### config.mk
export PLATFORM = sky130hd
export DESIGN_NAME = circ_stream_pump
export DESIGN_NICKNAME = d
export VERILOG_FILES = /design/src/rtl/csp_pkg.sv /design/src/rtl/csp_edge_sync.sv /design/src/rtl/csp_buf_mem.sv /design/src/rtl/csp_flag_unit.sv /design/src/rtl/circ_stream_pump.sv
export SDC_FILE = /design/constraint.sdc
export NUM_CORES = 1
export LEC_CHECK = 0
export BUFFER_PORTS_ARGS = -buffer_cell sky130_fd_sc_hd__buf_4
export CAP_MARGIN = 20
export CORE_ASPECT_RATIO = 0.8
export CORE_MARGIN = 1.5
export CORE_UTILIZATION = 45
export DETAILED_ROUTE_END_ITERATION = 16
export HOLD_SLACK_MARGIN = 0.15
export PLACE_DENSITY = 0.73
export SETUP_SLACK_MARGIN = 0.4
export SLEW_MARGIN = 20
export SYNTH_ARGS = -nofsm -noshare
export SYNTH_HDL_FRONTEND = slang
export SYNTH_SLANG_ARGS = --single-unit
### constraint.sdc
create_clock -name clk -period 3 [get_ports clk]
set_input_delay 0.9 -clock clk [delete_from_list [all_inputs] [get_ports clk]]
set_output_delay 0.9 -clock clk [all_outputs]
set_load 0.02 [all_outputs]
### src/rtl/csp_pkg.sv
package csp_pkg;
  localparam int FLAG_HALF  = 0;
  localparam int FLAG_FULL  = 1;
  localparam int FLAG_UNDER = 2;
  localparam int NFLAGS     = 3;
  typedef logic [NFLAGS-1:0] csp_flags_t;
endpackage

### src/rtl/csp_edge_sync.sv
module csp_edge_sync (
  input  logic clk,
  input  logic rst_n,
  input  logic async_in,
  output logic fall_pulse
);
  // sr[0], sr[1]: two-flop synchroniser; sr[2]: delayed copy for edge detect
  logic [2:0] sr_q;
  logic [2:0] sr_d;

  always_comb sr_d = {sr_q[1:0], async_in};

  always_ff @(posedge clk or negedge rst_n) begin
    if (!rst_n) sr_q <= '0;
    else        sr_q <= sr_d;
  end

  assign fall_pulse = sr_q[2] & ~sr_q[1];
endmodule

### src/rtl/csp_buf_mem.sv
module csp_buf_mem #(
  parameter int DEPTH = 16,
  localparam int AW   = $clog2(DEPTH)
) (
  input  logic          clk,
  input  logic          wr_en,
  input  logic [AW-1:0] wr_addr,
  input  logic [7:0]    wr_data,
  input  logic [AW-1:0] rd_addr,
  output logic [7:0]    rd_data
);
  logic [7:0] mem_q [DEPTH];

  always_ff @(posedge clk) begin
    if (wr_en) mem_q[wr_addr] <= wr_data;
  end

  assign rd_data = mem_q[rd_addr];
endmodule

### src/rtl/csp_flag_unit.sv
module csp_flag_unit
  import csp_pkg::*;
(
  input  logic       clk,
  input  logic       rst_n,
  input  logic       clr_all,
  input  csp_flags_t set_ev,
  input  csp_flags_t clr_ev,
  output csp_flags_t flags
);
  csp_flags_t flags_d;

  for (genvar i = 0; i < NFLAGS; i++) begin : g_flag
    always_comb begin
      if (clr_all) flags_d[i] = 1'b0;
      else         flags_d[i] = (flags[i] & ~clr_ev[i]) | set_ev[i];
    end
  end

  always_ff @(posedge clk or negedge rst_n) begin
    if (!rst_n) flags <= '0;
    else        flags <= flags_d;
  end
endmodule

### src/rtl/circ_stream_pump.sv
module circ_stream_pump
  import csp_pkg::*;
#(
  parameter int DEPTH = 16,
  parameter int CNT_W = 16,
  localparam int AW   = $clog2(DEPTH)
) (
  input  logic             clk,
  input  logic             rst_n,
  input  logic             wr_en,
  input  logic [AW-1:0]    wr_addr,
  input  logic [7:0]       wr_data,
  input  logic             start,
  input  logic             circ_mode,
  input  logic [CNT_W-1:0] total_bytes,
  input  logic             clr_half,
  input  logic             clr_full,
  input  logic             clr_under,
  input  logic             ie_half,
  input  logic             ie_full,
  input  logic             ext_sck,
  output logic             sdo,
  output logic             active,
  output logic             half_flag,
  output logic             full_flag,
  output logic             underrun_flag,
  output logic             irq
);
  localparam logic [AW-1:0] HALF_FIRST = AW'(DEPTH / 2);
  localparam logic [AW-1:0] HALF_LAST  = AW'(DEPTH / 2 - 1);
  localparam logic [AW-1:0] BUF_LAST   = AW'(DEPTH - 1);

  logic             sck_fall;
  logic [AW-1:0]    ptr_q, ptr_d, nxt_ptr, rd_addr;
  logic [2:0]       bit_q, bit_d;
  logic [7:0]       sh_q, sh_d, rd_data;
  logic [CNT_W-1:0] rem_q, rem_d;
  logic             lim_q, lim_d, circ_q, circ_d, act_d;
  logic             start_go, byte_done, stop_now, seq_en;
  csp_flags_t       set_ev, clr_ev, flags;

  csp_edge_sync u_sync (
    .clk(clk), .rst_n(rst_n), .async_in(ext_sck), .fall_pulse(sck_fall)
  );

  assign nxt_ptr = ptr_q + 1'b1;
  assign rd_addr = active ? nxt_ptr : '0;

  csp_buf_mem #(.DEPTH(DEPTH)) u_mem (
    .clk(clk), .wr_en(wr_en), .wr_addr(wr_addr), .wr_data(wr_data),
    .rd_addr(rd_addr), .rd_data(rd_data)
  );

  assign start_go  = start & ~active;
  assign byte_done = active & sck_fall & (bit_q == 3'd7);
  assign stop_now  = byte_done &
                     ((lim_q & (rem_q == CNT_W'(1))) | ((ptr_q == BUF_LAST) & ~circ_q));
  assign seq_en    = start_go | (active & sck_fall);

  // next-state for the sequencer
  always_comb begin
    act_d  = active;
    ptr_d  = ptr_q;
    bit_d  = bit_q;
    sh_d   = sh_q;
    rem_d  = rem_q;
    lim_d  = lim_q;
    circ_d = circ_q;
    if (start_go) begin
      act_d  = 1'b1;
      ptr_d  = '0;
      bit_d  = '0;
      sh_d   = rd_data;
      rem_d  = total_bytes;
      lim_d  = |total_bytes;
      circ_d = circ_mode;
    end else if (active & sck_fall) begin
      if (bit_q != 3'd7) begin
        sh_d  = {sh_q[6:0], 1'b0};
        bit_d = bit_q + 3'd1;
      end else if (stop_now) begin
        act_d = 1'b0;
        sh_d  = '0;
      end else begin
        ptr_d = nxt_ptr;
        bit_d = '0;
        sh_d  = rd_data;
        if (lim_q) rem_d = rem_q - CNT_W'(1);
      end
    end
  end

  always_ff @(posedge clk or negedge rst_n) begin
    if (!rst_n) begin
      active <= 1'b0;
      ptr_q  <= '0;
      bit_q  <= '0;
      sh_q   <= '0;
      rem_q  <= '0;
      lim_q  <= 1'b0;
      circ_q <= 1'b0;
    end else if (seq_en) begin
      active <= act_d;
      ptr_q  <= ptr_d;
      bit_q  <= bit_d;
      sh_q   <= sh_d;
      rem_q  <= rem_d;
      lim_q  <= lim_d;
      circ_q <= circ_d;
    end
  end

  always_comb begin
    set_ev             = '0;
    set_ev[FLAG_HALF]  = byte_done & (ptr_q == HALF_LAST);
    set_ev[FLAG_FULL]  = byte_done & (ptr_q == BUF_LAST);
    set_ev[FLAG_UNDER] = byte_done & ~stop_now &
                         (((nxt_ptr == '0) & flags[FLAG_HALF]) |
                          ((nxt_ptr == HALF_FIRST) & flags[FLAG_FULL]));
    clr_ev             = '0;
    clr_ev[FLAG_HALF]  = clr_half;
    clr_ev[FLAG_FULL]  = clr_full;
    clr_ev[FLAG_UNDER] = clr_under;
  end

  csp_flag_unit u_flags (
    .clk(clk), .rst_n(rst_n), .clr_all(start_go),
    .set_ev(set_ev), .clr_ev(clr_ev), .flags(flags)
  );

  assign sdo           = sh_q[7];
  assign half_flag     = flags[FLAG_HALF];
  assign full_flag     = flags[FLAG_FULL];
  assign underrun_flag = flags[FLAG_UNDER];
  assign irq           = flags[FLAG_UNDER] | (flags[FLAG_HALF] & ie_half) |
                         (flags[FLAG_FULL] & ie_full);
endmodule

Word level (Yosys, flattened, before mapping):

Memory sizes are Yosys's and may differ from the RTL's.
Cells that the tools add are included.

* register bits after elaboration: 40
* input port bits: 39
* logic and storage cells: 93
* bits in read-only memories: 0
* output and inout bits: 6
* memories: 1
* RAM bits: 128
* bits in latches: 0

Memories
* u_mem.mem_q: depth 16, width 8, read ports 1, clocked after memory_dff 0, wr ports 1, line csp_buf_mem.sv:12 `logic [7:0] mem_q [DEPTH];`

* multiply operators: 0
* add/sub/neg operators: 3
* bitwise logic cells: 33
* equal/unequal tests: 9
* multiplexer cells: 27
* $lt $le $gt $ge: 0
* shift-type cells: 0
* div/mod/pow operators: 0
* reduce and logical (&&, ||, !) cells: 11

Operators by type and width (count)
* $mux 16: 5
* $mux 8: 4
* $mux 4: 5
* $and 1x1->1: 18
* $eq 16x1->1 const B: 1
* $reduce_or 16->1: 1
* $sub 16x1->16 const B: 1
* $mux 3: 4
* $mux 1: 9
* $eq 4x4->1 const B: 2
* $or 1x1->1: 8
* $reduce_and 4->1: 2
* $not 1->1: 7
* $reduce_bool 2->1: 3
* $reduce_and 5->1: 1
* $add 4x1->4 const B: 1
* $eq 4x3->1 const B: 1
* $logic_not 4->1: 1
* $ne 2x2->1 const B: 2
* $reduce_and 2->1: 2
* $add 3x1->3 const B: 1
* $eq 3x3->1 const B: 1
* $ne 3x2->1 const B: 1
* $ne 3x3->1 const B: 1
* $reduce_and 3->1: 1

Depth between registers and ports, before layout:

* depth after elaboration: 10
* gate-level depth with buffers: 9
* mapped depth without buffers: 7

Hierarchy:

A second synthesis with hierarchy kept.

* cell total of the unflattened synthesis: 449
* area, all modules: 7168.1 sq um

By module, submodules not included
* csp_buf_mem: cells an instance 221, area an instance 4987.3 sq um, times used 1, sequential area each 3843.7 sq um
* circ_stream_pump: cells an instance 212, area an instance 1971.9 sq um, times used 1, sequential area each 850.8 sq um
* csp_flag_unit: cells an instance 12, area an instance 120.1 sq um, times used 1, sequential area each 75.1 sq um
* csp_edge_sync: cells an instance 4, area an instance 88.8 sq um, times used 1, sequential area each 75.1 sq um

Worst setup path before layout:

No wires, ideal clock.

* kind: input -> register
* start: input wr_addr[2]
* end: memory u_mem.mem_q[0][0] (enable)
* buffers on the path: 0
* data arrival time: 2.010 ns
* cell stages on the path: 2
* required time: 2.617 ns
* setup time: 0.383 ns
* slack: 0.607 ns
* path through: or3b_2 nor3_1

RTL lines
* start, declared: line circ_stream_pump.sv:11 `input logic [AW-1:0] wr_addr,`
* end, declared: line csp_buf_mem.sv:12

No word-level cell before the write port.

Worst setup path after layout:

* start: register active
* end: register rem_q[6]

* word-level cells in the longest chain between the ends: 5
* elaborated cells on any way between the ends: 12
* those cells by class: eq/ne: 2; mux: 1; bitwise: 6; reduce/logical: 3

Ends and longest elaborated chain
* start, declared: line circ_stream_pump.sv:23 `output logic active,`
* start signal, assigned: line circ_stream_pump.sv:103 `active <= act_d;`
* $and 1x1->1: line circ_stream_pump.sv:55, circ_stream_pump.sv:58, circ_stream_pump.sv:77
* $and 1x1->1: line circ_stream_pump.sv:55 `assign byte_done = active & sck_fall & (bit_q == 3'd7);`
* $and 1x1->1: line circ_stream_pump.sv:56 `assign stop_now = byte_done &`
* $ne 2x2->1 (no source line)
* $reduce_and 5->1 (no source line)
* end signal, assigned: line circ_stream_pump.sv:107 `rem_q <= rem_d;`
* end, declared: line circ_stream_pump.sv:37 `logic [CNT_W-1:0] rem_q, rem_d;`

Several ways; a longest one is shown, not always the timed one.
A chain may end at the register's enable or synchronous reset.

==> flow_summary.yaml <==
run_status:
  status: "finished, final reports clean"
logic_synthesis:
  synth_fp_nets: 582
  synth_edf_count: 128
  ys_types: 59
  yosys_register_bits: 168
  syn_avg_cell_area_sq_um: 13.6
  netlist_area_sq_um: 7330
  seq_area_frac_synth_pct: 66.1
  synth-main-ff-cell: "edfxtp_1"
  syn_inst: 538
  async_flop_share_pct: 23.8
  ys_warn_count: 0
setup_path:
  r2r_slack_ps: 550
  crit_path_start_kind: "register"
  cp-endpoint: "rem_q[6]$_DFFE_PN0P_"
  critPathLaunch: "active$_DFFE_PN0P_"
  crit_fanout: 11
  r2r-start: "active$_DFFE_PN0P_"
  worstPathRequired_ps: 3320
  crit_arrival_ps: 2760
  worst_r2r_path_depth: 5
  critical_path_class: "reg2reg"
  r2r_end: "rem_q[6]$_DFFE_PN0P_"
  end_kind: "register"
route:
  wire_per_inst_um: 20.5
  via_per_inst: 5.94
  num_vias: 4916
  post-route-drc-count: 0
  routed_wl_um: 16900
  drt_pass1_iterations: 6
  drtIter0Drc: 514
  ant_nets: 0
clock_network:
  cts_buffer_depth: 2
  insertion_delay_ps: 440
  htreeDepth: 4
  cts.sink_count: 168
  numCtsBuffers: 17
  cts_tree: "yes"
  cts.root.buffer_cell: "clkbuf_16"
  clk_pin_slew_ps: 70
floorplanning:
  fp.dieW_um: 146
  io-pin-count: 45
  dieArea_sq_um: 17100
  core.rowCount: 41
  die_h_um: 117
  start_util_pct: 46.3
  design.core.area_sq_um: 15900
sta:
  slew_headroom_pct: 46.5
  timing.fmax_mhz: 409
  finClkSkew_ps: 10.3
  period_share_pct: 81.6
  drv_slew: 0
  tightest_slew_ps: 800
  fin_tns_setup_ps: 0
  setup-violations-final: 0
  final_hold_viol_count: 0
  finalCriticalPeriod_ps: 2450
  grt_setup_unrepaired: "true"
layout:
  layout_commonest_cell: "edfxtp_1"
  drive_gt1_share_pct: 20.9
  antenna_cells: 0
  area_growth_syn_to_layout_pct: 17.7
  nets: 643
  layout_common_cells: "128 x edfxtp_1, 72 x buf_4, 44 x nor2_1"
  post-route-cell-area_sq_um: 8630
power_and_ir_drop:
  power_density_nw_per_um2: 881
  p_leak_uw: 0.00308
  irDropWorstVdd_uv: 488
job:
  drv_cap: 0
global_route:
  grt_use_total_pct: 20.9
  grt_start_max_net_pins: 49
  grt.overflow.total: 0
  grt_pass1_vias: 4650
  grt_pass1_wl_um: 26700
  antenna_found_initial: 0
place:
  routabilityCongestion: 0.874
  dpl_cell_area_sq_um: 8010
  portBuffers: 44
  hpwl_um: 11100
worst_hold_path:
  hold_path.class: "reg2reg"
-- timing repair --
item / CTS / global route
resized for setup: 0 / 2
hold buffers: 0 / 0
setup endpoints to repair: 0 / 14
buffers inserted: 0 / 1
-- logic make-up (layout without fill, tap and decap cells) --
family | count (synthesis) | after routing | share of synthesized area (%)
AND/OR/NAND/NOR | 147 | 147 | 10.5
flip-flops | 168 | 168 | 66.1
XOR/XNOR | 6 | 6 | 0.716
multiplexers | 35 | 35 | 6.23
buffers and inverters | 38 | 112 | 2.20
AO/OA/AOI/OAI | 139 | 139 | 13.5
adder cells (fa/ha/maj) | 5 | 5 | 0.853
-- how the worst min path moves through the flow --
stage | from | to | slack [ps] | depth (start not counted)
3_3_place_gp | u_sync.sr_q[0]$_DFF_PN0_ | u_sync.sr_q[1]$_DFF_PN0_ | 370 | 0
5_1_grt | u_sync.sr_q[0]$_DFF_PN0_ | u_sync.sr_q[1]$_DFF_PN0_ | 400 | 0
3_5_place_dp | u_sync.sr_q[0]$_DFF_PN0_ | u_sync.sr_q[1]$_DFF_PN0_ | 380 | 0
4_1_cts | u_sync.sr_q[0]$_DFF_PN0_ | u_sync.sr_q[1]$_DFF_PN0_ | 390 | 0
2_1_floorplan | u_sync.sr_q[0]$_DFF_PN0_ | u_sync.sr_q[1]$_DFF_PN0_ | 330 | 0
6_report | u_sync.sr_q[0]$_DFF_PN0_ | u_sync.sr_q[1]$_DFF_PN0_ | 380 | 0
-- metal layers --
metal | GRT usage, % | share of wire (%) | routed length [um]
met4 | 6.67 | 1.3 | 217
met5 | 0 | 0 | 0
met2 | 30.8 | 44 | 7480
met1 | 31.5 | 48 | 8190
met3 | 4.07 | 6.1 | 1040
-- power breakdown --
part	internal (uW)	total, uW	switching, uW
clock	1190	2200	1010
sequential	2690	2840	148
combinational	1070	2570	1500
total	4950	7600	2660
-- through the flow --
step	total power, uW	instances	setup slack (ps)	util [%]	hold WS (ps)
global route	7970	827	399	54.5	403
finish	7600	827	553	54.5	379
floorplan	4610	538	607	-	331
detailed placement	5410	794	506	50.5	376
CTS	7610	826	424	54.4	387
global placement	5360	794	575	50.5	367
-- worst max-delay path: stages, from the launching register on --
cell	delay, ps
dfrtp_1	540
nand3b_1	250
nor2_2	390
a21oi_1	250
or3_1	610
o22a_1	290
-- cells in the mapped netlist (6+ instances only) --
master | count | area, sq um
nand2b_1 | 8 | 50.1
nor2b_1 | 9 | 56.3
a21oi_1 | 30 | 150
o21ai_0 | 17 | 85.1
nor2_1 | 44 | 165
clkbuf_1 | 19 | 71.3
dfrtp_1 | 40 | 1000
mux2i_1 | 22 | 220
inv_1 | 8 | 30.0
nand2_1 | 20 | 75.1
a221oi_1 | 11 | 96.3
nand3_1 | 9 | 45.0
or3_1 | 6 | 37.5
o41ai_1 | 6 | 52.6
o211ai_1 | 7 | 52.6
edfxtp_1 | 128 | 3840
mux4_2 | 8 | 180
nor3_1 | 15 | 75.1
buf_2 | 9 | 45.0
a22oi_1 | 13 | 97.6
o21a_1 | 9 | 67.6
nor4_1 | 11 | 68.8
-- flip-flops by register name, indices dropped and copies added (netlist names) --
signal         flops
u_sync.sr_q        3
ptr_q              4
lim_q              1
bit_q              3
u_flags.flags      3
u_mem.mem_q      128
active             1
sh_q               8
circ_q             1
rem_q             16
-- final cells by class --
class / count / area [sq um]
fill: 1268 / 7220
sequential: 168 / 4840
multi-input combinational: 332 / 2340
timing repair buffer: 72 / 541
clock buffer: 17 / 425
tap: 215 / 269
clock inverter: 15 / 183
inverter: 8 / 30.0
No activity file was read; power rests on OpenSTA's default activity.
